--- config.mk ---
export PLATFORM = sky130hd
export DESIGN_NAME = bypass_pipe3
export DESIGN_NICKNAME = d
export VERILOG_FILES = /design/src/rtl/bp3_pkg.sv /design/src/rtl/bp3_fetch.sv /design/src/rtl/bp3_regfile.sv /design/src/rtl/bp3_fwd_mux.sv /design/src/rtl/bp3_exec.sv /design/src/rtl/bypass_pipe3.sv
export SDC_FILE = /design/constraint.sdc
export NUM_CORES = 1
export LEC_CHECK = 0
export ABC_AREA = 1
export BUFFER_PORTS_ARGS = -buffer_cell sky130_fd_sc_hd__buf_2
export CAP_MARGIN = 20
export CORE_ASPECT_RATIO = 1.1
export CORE_MARGIN = 10
export CORE_UTILIZATION = 42
export CTS_BUF_LIST = sky130_fd_sc_hd__clkbuf_8 sky130_fd_sc_hd__clkbuf_16
export CTS_CLUSTER_DIAMETER = 120
export DETAILED_ROUTE_END_ITERATION = 10
export HOLD_SLACK_MARGIN = 0.1
export PLACE_DENSITY_LB_ADDON = 0.08
export SKIP_CTS_REPAIR_TIMING = 1
export SKIP_LAST_GASP = 1
export SLEW_MARGIN = 20
export SYNTH_ARGS = -nofsm -noshare
export SYNTH_HDL_FRONTEND = slang
export SYNTH_HIERARCHICAL = 1
export SYNTH_SLANG_ARGS = --single-unit
--- constraint.sdc ---
create_clock -name clk -period 3.7 [get_ports clk]
set_input_delay 0.37 -clock clk [delete_from_list [all_inputs] [get_ports clk]]
set_output_delay 0.37 -clock clk [all_outputs]
set_load 0.02 [all_outputs]
--- src/rtl/bp3_pkg.sv ---
package bp3_pkg;

    // Operation codes on the 3-bit instruction field
    localparam logic [2:0] OPC_NONE = 3'd0;
    localparam logic [2:0] OPC_ADD  = 3'd1;
    localparam logic [2:0] OPC_SUB  = 3'd2;
    localparam logic [2:0] OPC_LDI  = 3'd3;

    typedef enum logic [1:0] {
        ALU_PASS_ZERO = 2'd0,
        ALU_SUM       = 2'd1,
        ALU_DIFF      = 2'd2,
        ALU_IMM       = 2'd3
    } alu_sel_e;

    // True when the code produces a register result
    function automatic logic op_writes(input logic [2:0] op);
        return (op == OPC_ADD) || (op == OPC_SUB) || (op == OPC_LDI);
    endfunction

    function automatic alu_sel_e op_to_alu(input logic [2:0] op);
        alu_sel_e sel;
        case (op)
            OPC_ADD: sel = ALU_SUM;
            OPC_SUB: sel = ALU_DIFF;
            OPC_LDI: sel = ALU_IMM;
            default: sel = ALU_PASS_ZERO;
        endcase
        return sel;
    endfunction

endpackage

--- src/rtl/bp3_fetch.sv ---
// Stage I: latches one instruction per clock
module bp3_fetch #(
    parameter int DW = 16,
    parameter int AW = 3
) (
    input  logic          clk,
    input  logic          rst_n,
    input  logic          in_valid,
    input  logic [2:0]    in_op,
    input  logic [AW-1:0] in_rd,
    input  logic [AW-1:0] in_rs1,
    input  logic [AW-1:0] in_rs2,
    input  logic [DW-1:0] in_imm,
    output logic          fi_valid,
    output logic [2:0]    fi_op,
    output logic [AW-1:0] fi_rd,
    output logic [AW-1:0] fi_rs1,
    output logic [AW-1:0] fi_rs2,
    output logic [DW-1:0] fi_imm
);

    typedef struct packed {
        logic          valid;
        logic [2:0]    op;
        logic [AW-1:0] rd;
        logic [AW-1:0] rs1;
        logic [AW-1:0] rs2;
        logic [DW-1:0] imm;
    } fetch_t;

    fetch_t fetch_d, fetch_q;

    always_comb begin
        fetch_d       = fetch_q;
        fetch_d.valid = in_valid;
        if (in_valid) begin
            fetch_d.op  = in_op;
            fetch_d.rd  = in_rd;
            fetch_d.rs1 = in_rs1;
            fetch_d.rs2 = in_rs2;
            fetch_d.imm = in_imm;
        end else begin
            fetch_d.op  = bp3_pkg::OPC_NONE;
        end
    end

    always_ff @(posedge clk) begin
        if (!rst_n) begin
            fetch_q <= '0;
        end else begin
            fetch_q <= fetch_d;
        end
    end

    assign fi_valid = fetch_q.valid;
    assign fi_op    = fetch_q.op;
    assign fi_rd    = fetch_q.rd;
    assign fi_rs1   = fetch_q.rs1;
    assign fi_rs2   = fetch_q.rs2;
    assign fi_imm   = fetch_q.imm;

endmodule

--- src/rtl/bp3_regfile.sv ---
// Architectural registers; index 0 is hard zero
module bp3_regfile #(
    parameter int DW   = 16,
    parameter int NREG = 8,
    parameter int AW   = 3
) (
    input  logic          clk,
    input  logic          rst_n,
    input  logic          wr_en,
    input  logic [AW-1:0] wr_addr,
    input  logic [DW-1:0] wr_data,
    input  logic [AW-1:0] ra_a,
    input  logic [AW-1:0] ra_b,
    input  logic [AW-1:0] ra_dbg,
    output logic [DW-1:0] rd_a,
    output logic [DW-1:0] rd_b,
    output logic [DW-1:0] rd_dbg
);

    logic [DW-1:0] regs_d [NREG];
    logic [DW-1:0] regs_q [NREG];

    always_comb begin
        regs_d[0] = '0;
        for (int i = 1; i < NREG; i++) begin
            regs_d[i] = regs_q[i];
            if (wr_en && (wr_addr == AW'(i))) begin
                regs_d[i] = wr_data;
            end
        end
    end

    always_ff @(posedge clk) begin
        if (!rst_n) begin
            for (int i = 0; i < NREG; i++) begin
                regs_q[i] <= '0;
            end
        end else begin
            regs_q <= regs_d;
        end
    end

    assign rd_a   = regs_q[ra_a];
    assign rd_b   = regs_q[ra_b];
    assign rd_dbg = regs_q[ra_dbg];

endmodule

--- src/rtl/bp3_fwd_mux.sv ---
// Operand select: result buffer when stage E writes the source register
module bp3_fwd_mux #(
    parameter int DW = 16,
    parameter int AW = 3
) (
    input  logic [AW-1:0] src,
    input  logic [DW-1:0] rf_val,
    input  logic          ex_wr,
    input  logic [AW-1:0] ex_rd,
    input  logic [DW-1:0] ex_val,
    output logic [DW-1:0] operand
);

    logic hit;

    always_comb begin
        hit     = ex_wr && (ex_rd != '0) && (ex_rd == src);
        operand = hit ? ex_val : rf_val;
    end

endmodule

--- src/rtl/bp3_exec.sv ---
// Stage A: operand bypass, ALU, and the result buffer feeding stage E
module bp3_exec #(
    parameter int DW = 16,
    parameter int AW = 3
) (
    input  logic          clk,
    input  logic          rst_n,
    input  logic          fi_valid,
    input  logic [2:0]    fi_op,
    input  logic [AW-1:0] fi_rd,
    input  logic [AW-1:0] fi_rs1,
    input  logic [AW-1:0] fi_rs2,
    input  logic [DW-1:0] fi_imm,
    input  logic [DW-1:0] rf_a,
    input  logic [DW-1:0] rf_b,
    output logic          ex_wr,
    output logic [AW-1:0] ex_rd,
    output logic [DW-1:0] ex_val
);

    import bp3_pkg::*;

    localparam int NSRC = 2;

    typedef struct packed {
        logic          wr;
        logic [AW-1:0] rd;
        logic [DW-1:0] val;
    } resbuf_t;

    resbuf_t resbuf_d, resbuf_q;

    logic [AW-1:0] src_idx [NSRC];
    logic [DW-1:0] src_rf  [NSRC];
    logic [DW-1:0] src_opd [NSRC];

    assign src_idx[0] = fi_rs1;
    assign src_idx[1] = fi_rs2;
    assign src_rf[0]  = rf_a;
    assign src_rf[1]  = rf_b;

    for (genvar g = 0; g < NSRC; g++) begin : g_opd
        bp3_fwd_mux #(
            .DW(DW),
            .AW(AW)
        ) u_fwd (
            .src    (src_idx[g]),
            .rf_val (src_rf[g]),
            .ex_wr  (resbuf_q.wr),
            .ex_rd  (resbuf_q.rd),
            .ex_val (resbuf_q.val),
            .operand(src_opd[g])
        );
    end

    alu_sel_e      alu_sel;
    logic [DW-1:0] alu_out;

    always_comb begin
        alu_sel = op_to_alu(fi_op);
        case (alu_sel)
            ALU_SUM:  alu_out = src_opd[0] + src_opd[1];
            ALU_DIFF: alu_out = src_opd[0] - src_opd[1];
            ALU_IMM:  alu_out = fi_imm;
            default:  alu_out = '0;
        endcase

        resbuf_d     = resbuf_q;
        resbuf_d.wr  = fi_valid && op_writes(fi_op) && (fi_rd != '0);
        resbuf_d.rd  = fi_rd;
        resbuf_d.val = alu_out;
    end

    always_ff @(posedge clk) begin
        if (!rst_n) begin
            resbuf_q <= '0;
        end else begin
            resbuf_q <= resbuf_d;
        end
    end

    assign ex_wr  = resbuf_q.wr;
    assign ex_rd  = resbuf_q.rd;
    assign ex_val = resbuf_q.val;

endmodule

--- src/rtl/bypass_pipe3.sv ---
module bypass_pipe3 #(
    parameter  int DW   = 16,
    parameter  int NREG = 8,
    localparam int AW   = $clog2(NREG)
) (
    input  logic          clk,
    input  logic          rst_n,
    input  logic          in_valid,
    input  logic [2:0]    in_op,
    input  logic [AW-1:0] in_rd,
    input  logic [AW-1:0] in_rs1,
    input  logic [AW-1:0] in_rs2,
    input  logic [DW-1:0] in_imm,
    input  logic [AW-1:0] dbg_addr,
    output logic [DW-1:0] dbg_data,
    output logic          wb_valid,
    output logic [AW-1:0] wb_addr,
    output logic [DW-1:0] wb_data
);

    logic          fi_valid;
    logic [2:0]    fi_op;
    logic [AW-1:0] fi_rd;
    logic [AW-1:0] fi_rs1;
    logic [AW-1:0] fi_rs2;
    logic [DW-1:0] fi_imm;
    logic [DW-1:0] rf_a;
    logic [DW-1:0] rf_b;
    logic          ex_wr;
    logic [AW-1:0] ex_rd;
    logic [DW-1:0] ex_val;

    bp3_fetch #(
        .DW(DW),
        .AW(AW)
    ) u_fetch (
        .clk     (clk),
        .rst_n   (rst_n),
        .in_valid(in_valid),
        .in_op   (in_op),
        .in_rd   (in_rd),
        .in_rs1  (in_rs1),
        .in_rs2  (in_rs2),
        .in_imm  (in_imm),
        .fi_valid(fi_valid),
        .fi_op   (fi_op),
        .fi_rd   (fi_rd),
        .fi_rs1  (fi_rs1),
        .fi_rs2  (fi_rs2),
        .fi_imm  (fi_imm)
    );

    bp3_regfile #(
        .DW  (DW),
        .NREG(NREG),
        .AW  (AW)
    ) u_rf (
        .clk    (clk),
        .rst_n  (rst_n),
        .wr_en  (ex_wr),
        .wr_addr(ex_rd),
        .wr_data(ex_val),
        .ra_a   (fi_rs1),
        .ra_b   (fi_rs2),
        .ra_dbg (dbg_addr),
        .rd_a   (rf_a),
        .rd_b   (rf_b),
        .rd_dbg (dbg_data)
    );

    bp3_exec #(
        .DW(DW),
        .AW(AW)
    ) u_exec (
        .clk     (clk),
        .rst_n   (rst_n),
        .fi_valid(fi_valid),
        .fi_op   (fi_op),
        .fi_rd   (fi_rd),
        .fi_rs1  (fi_rs1),
        .fi_rs2  (fi_rs2),
        .fi_imm  (fi_imm),
        .rf_a    (rf_a),
        .rf_b    (rf_b),
        .ex_wr   (ex_wr),
        .ex_rd   (ex_rd),
        .ex_val  (ex_val)
    );

    assign wb_valid = ex_wr;
    assign wb_addr  = ex_rd;
    assign wb_data  = ex_val;

endmodule

==> out/qor.csv <==
metric,value,unit
Worst Setup Start Kind,flop,
clk buf depth,2,
Synth cell types,40,
1st-pass router iterations,7,
Synth warnings,6,
initial antenna violation count,0,
pin count of the biggest net entering global routing,90,
Die W,180,µm
critical path class,reg -> reg,
Ant. Diodes,0,
Slew Limit Fails,0,
Starting Density,42.6,%
crit path max fanout,6,
Critical Path Sink,u_exec/ex_val[9],
remaining global-route overflow,0,
Tcrit/Tclk final,93.3,%
total power divided by cell area,364,nW/µm²
Remaining DRCs,0,
Final setup viols,0,
CTS sink count,161,
worst r2r dst,u_exec/ex_val[9],
htree depth,4,
endpoints failing hold,0,
Root Buffer,clkbuf_16,
cell area after synthesis,11800,µm²
Hold WC Path Type,in -> reg,
Fmax,290,MHz
min Tclk post-route,3.45,ns
fin cells,2473,
clock transition at the registers of the reported paths,0.07,ns
Post-synth EDFFs,0,
global-route wire length before repair,67.7,mm
die area,35300,µm²
flop2flop setup slack,0.25,ns
placed cells,2434,
Avg Vias per Cell,5.20,
WP data required,4.08,ns
Die Span Y,196,µm
Ports,70,
met1 GRT Util,30.7,%
Worst Path Arrival,3.83,ns
max_cap viols,0,
RR Startpoint,u_fetch/fi_rs2[1],
P&R area growth vs syn,11.3,%
Core Box Area,27800,µm²
aggregate routed wire length,43.9,mm
setup TNS,0,ns
vias in the first global route,11900,
Total Routing Usage GR,24.1,%
TritonCTS clock tree,built,
post-DR wirelength/cell,17.8,µm
Post-DRT Antenna Nets,0,
half-perimeter wire length after placement,30.4,mm
async set-reset flop share out of synthesis,0,%
share of cells above drive strength 1,13.1,%
Tightest Pin Transition,0.890,ns
Skew-Pair Late Insertion Delay,0.45,ns
max_slew headroom,40.6,%
synthesized area per cell,5.73,µm²
Buffers on Ports,69,
Yosys reg bits,161,
M3 GR Usage,4.31,%
register area share after synthesis,27.2,%
Top Usage Layer GRT,met2,
Nets,2151,
initial DRC count,1469,
M2 GR Usage,38.8,%
Main synth FF type,dfxtp_1,
Worst VDD drop,262,µV
CP endpoint kind,flop,
Post-Syn Instances,2067,
reg2reg path depth,25,
Lkg Pwr,6.92,nW
CTS Buf Count,17,
Worst Setup SP,u_fetch/fi_rs2[1],
routed vias,12800,
Row Count,64,
skew final,0.0120,ns
outcome,completed,
GP Congestion,0.955,
syn nets,2121,
[cell type report]
class | instances | area (µm²)
Clock buffer | 18 | 439
Clock inverter | 14 | 143
Fill cell | 3043 | 14600
Inverter | 224 | 851
Multi-Input combinational cell | 1565 | 7140
Sequential cell | 161 | 3230
Tap cell | 363 | 454
Timing Repair Buffer | 127 | 910
Timing Repair inverter | 1 | 7.51
[synth_stat cells, types with 2 or more instances]
| cell type | n | area share [%] |
|---|---|---|
| nand2_1 | 760 | 24 |
| nor2_1 | 298 | 9.4 |
| inv_1 | 213 | 6.8 |
| nand3_1 | 212 | 9.0 |
| dfxtp_1 | 161 | 27 |
| o21ai_0 | 81 | 3.4 |
| buf_2 | 55 | 2.3 |
| nand2_2 | 38 | 2.0 |
| nand4_1 | 32 | 1.7 |
| a21oi_1 | 29 | 1.2 |
| clkbuf_1 | 28 | 0.89 |
| nand2_4 | 21 | 2.0 |
| ha_1 | 19 | 2.0 |
| nor2_2 | 17 | 0.90 |
| o21ai_1 | 15 | 0.63 |
| buf_6 | 11 | 1.0 |
| buf_4 | 10 | 0.63 |
| xor2_1 | 10 | 0.74 |
| inv_2 | 7 | 0.22 |
| buf_1 | 6 | 0.19 |
| a21oi_2 | 4 | 0.30 |
| clkbuf_2 | 4 | 0.17 |
| xnor2_1 | 4 | 0.30 |
| buf_12 | 3 | 0.51 |
| clkinv_2 | 3 | 0.13 |
| nand3b_1 | 3 | 0.19 |
| nor3_1 | 3 | 0.13 |
| o21ai_2 | 3 | 0.22 |
| a22oi_1 | 2 | 0.13 |
| nand3_4 | 2 | 0.30 |
| nor2_8 | 2 | 0.34 |
| o21bai_1 | 2 | 0.13 |
| or2_2 | 2 | 0.11 |
[routing by layer]
| layer | wire [µm] | up-vias |
|---|---|---|
| met5 | 0 | - |
| met4 | 1870 | 0 |
| met3 | 3450 | 98 |
| met2 | 19500 | 551 |
| met1 | 19100 | 5796 |
| li1 | - | 6404 |
[critical path: stages (launching register included)]
cell        delay, ns
dfxtp_4          0.42
clkinvlp_4       0.18
buf_4            0.20
nand3_1          0.08
nand2_1          0.09
nand2_1          0.08
nand2_1          0.05
nand2_1          0.07
nand2_1          0.09
nor2_2           0.18
inv_2            0.06
nor2_2           0.10
nand2_2          0.08
nor3_4           0.16
nor2_1           0.07
xor2_1           0.16
inv_1            0.06
ha_1             0.36
nand2_1          0.09
nor2_1           0.20
inv_1            0.06
a21oi_1          0.20
nor2_1           0.06
nand2_1          0.06
nand3_1          0.08
a21oi_1          0.14
[worst min path at each step]
stage	start	endpoint	slack, ns	cells past startpoint
floorplan	u_fetch/fi_valid	u_exec/ex_wr	0.42	2
global placement	u_fetch/fi_rd[1]	u_exec/ex_rd[1]	0.44	2
detailed placement	u_fetch/fi_rd[0]	u_exec/ex_rd[0]	0.44	2
CTS	in_op[2]	u_fetch/fi_op[2]	0.12	3
global route	in_op[2]	u_fetch/fi_op[2]	0.13	3
finish	in_op[2]	u_fetch/fi_op[2]	0.13	3
[metrics by stage]
step / total power, mW / setup WS (ns) / utilization (%) / hold slack, ns / area, µm²
after floorplan: 2.65 / 0.396 / - / 0.418 / 11800
after global placement: 2.95 / 0.119 / 44.7 / 0.437 / 12400
after detailed placement: 2.95 / 0.0737 / 44.7 / 0.438 / 12400
after CTS: 4.78 / 0.0632 / 46.8 / 0.119 / 13000
after global routing: 5.04 / -0.0203 / 47.4 / 0.133 / 13200
final: 4.79 / 0.249 / 47.4 / 0.134 / 13200
[sequential cells by signal (all words and copies together), names as in the netlist]
register / count
u_exec/ex_val: 16
u_fetch/fi_imm: 16
u_fetch/fi_rd: 3
u_exec/ex_rd: 3
u_fetch/fi_rs2: 3
u_rf/regs_q: 112
u_fetch/fi_rs1: 3
u_fetch/fi_op: 3
u_exec/ex_wr: 1
u_fetch/fi_valid: 1
[where the power goes]
part	internal [mW]	switching, mW	total [mW]
Sequential	1.76	0.0237	1.78
Combinational	0.394	0.805	1.20
Clock	0.968	0.843	1.81
Total	3.12	1.67	4.79
[cells in the final DEF (no fill, tap or decap), drive strengths merged]
cell type,instances
o31ai,1
or2,2
ha,19
clkinvlp,4
a21o,1
nand4,32
xnor2,4
clkbuf,20
nor2,318
a21oi,33
dfxtp,161
nand3,214
buf,125
o21ai,99
nor3,4
clkinv,5
xor2,10
fa,1
o21bai,2
bufinv,1
nand3b,3
a21boi,1
nand2,819
a22oi,2
inv,229
[logic make-up (layout without fill, tap and decap cells)]
logic type,Yosys count,after routing,synth area share [%]
compound gates,139,139,6.25
fa+ha+maj,20,20,2.18
xor+xnor,14,14,1.04
flops,161,161,27.2
simple gates,1392,1392,50.4
buf+inv,341,384,12.9
(Power assumes the default switching activity.)
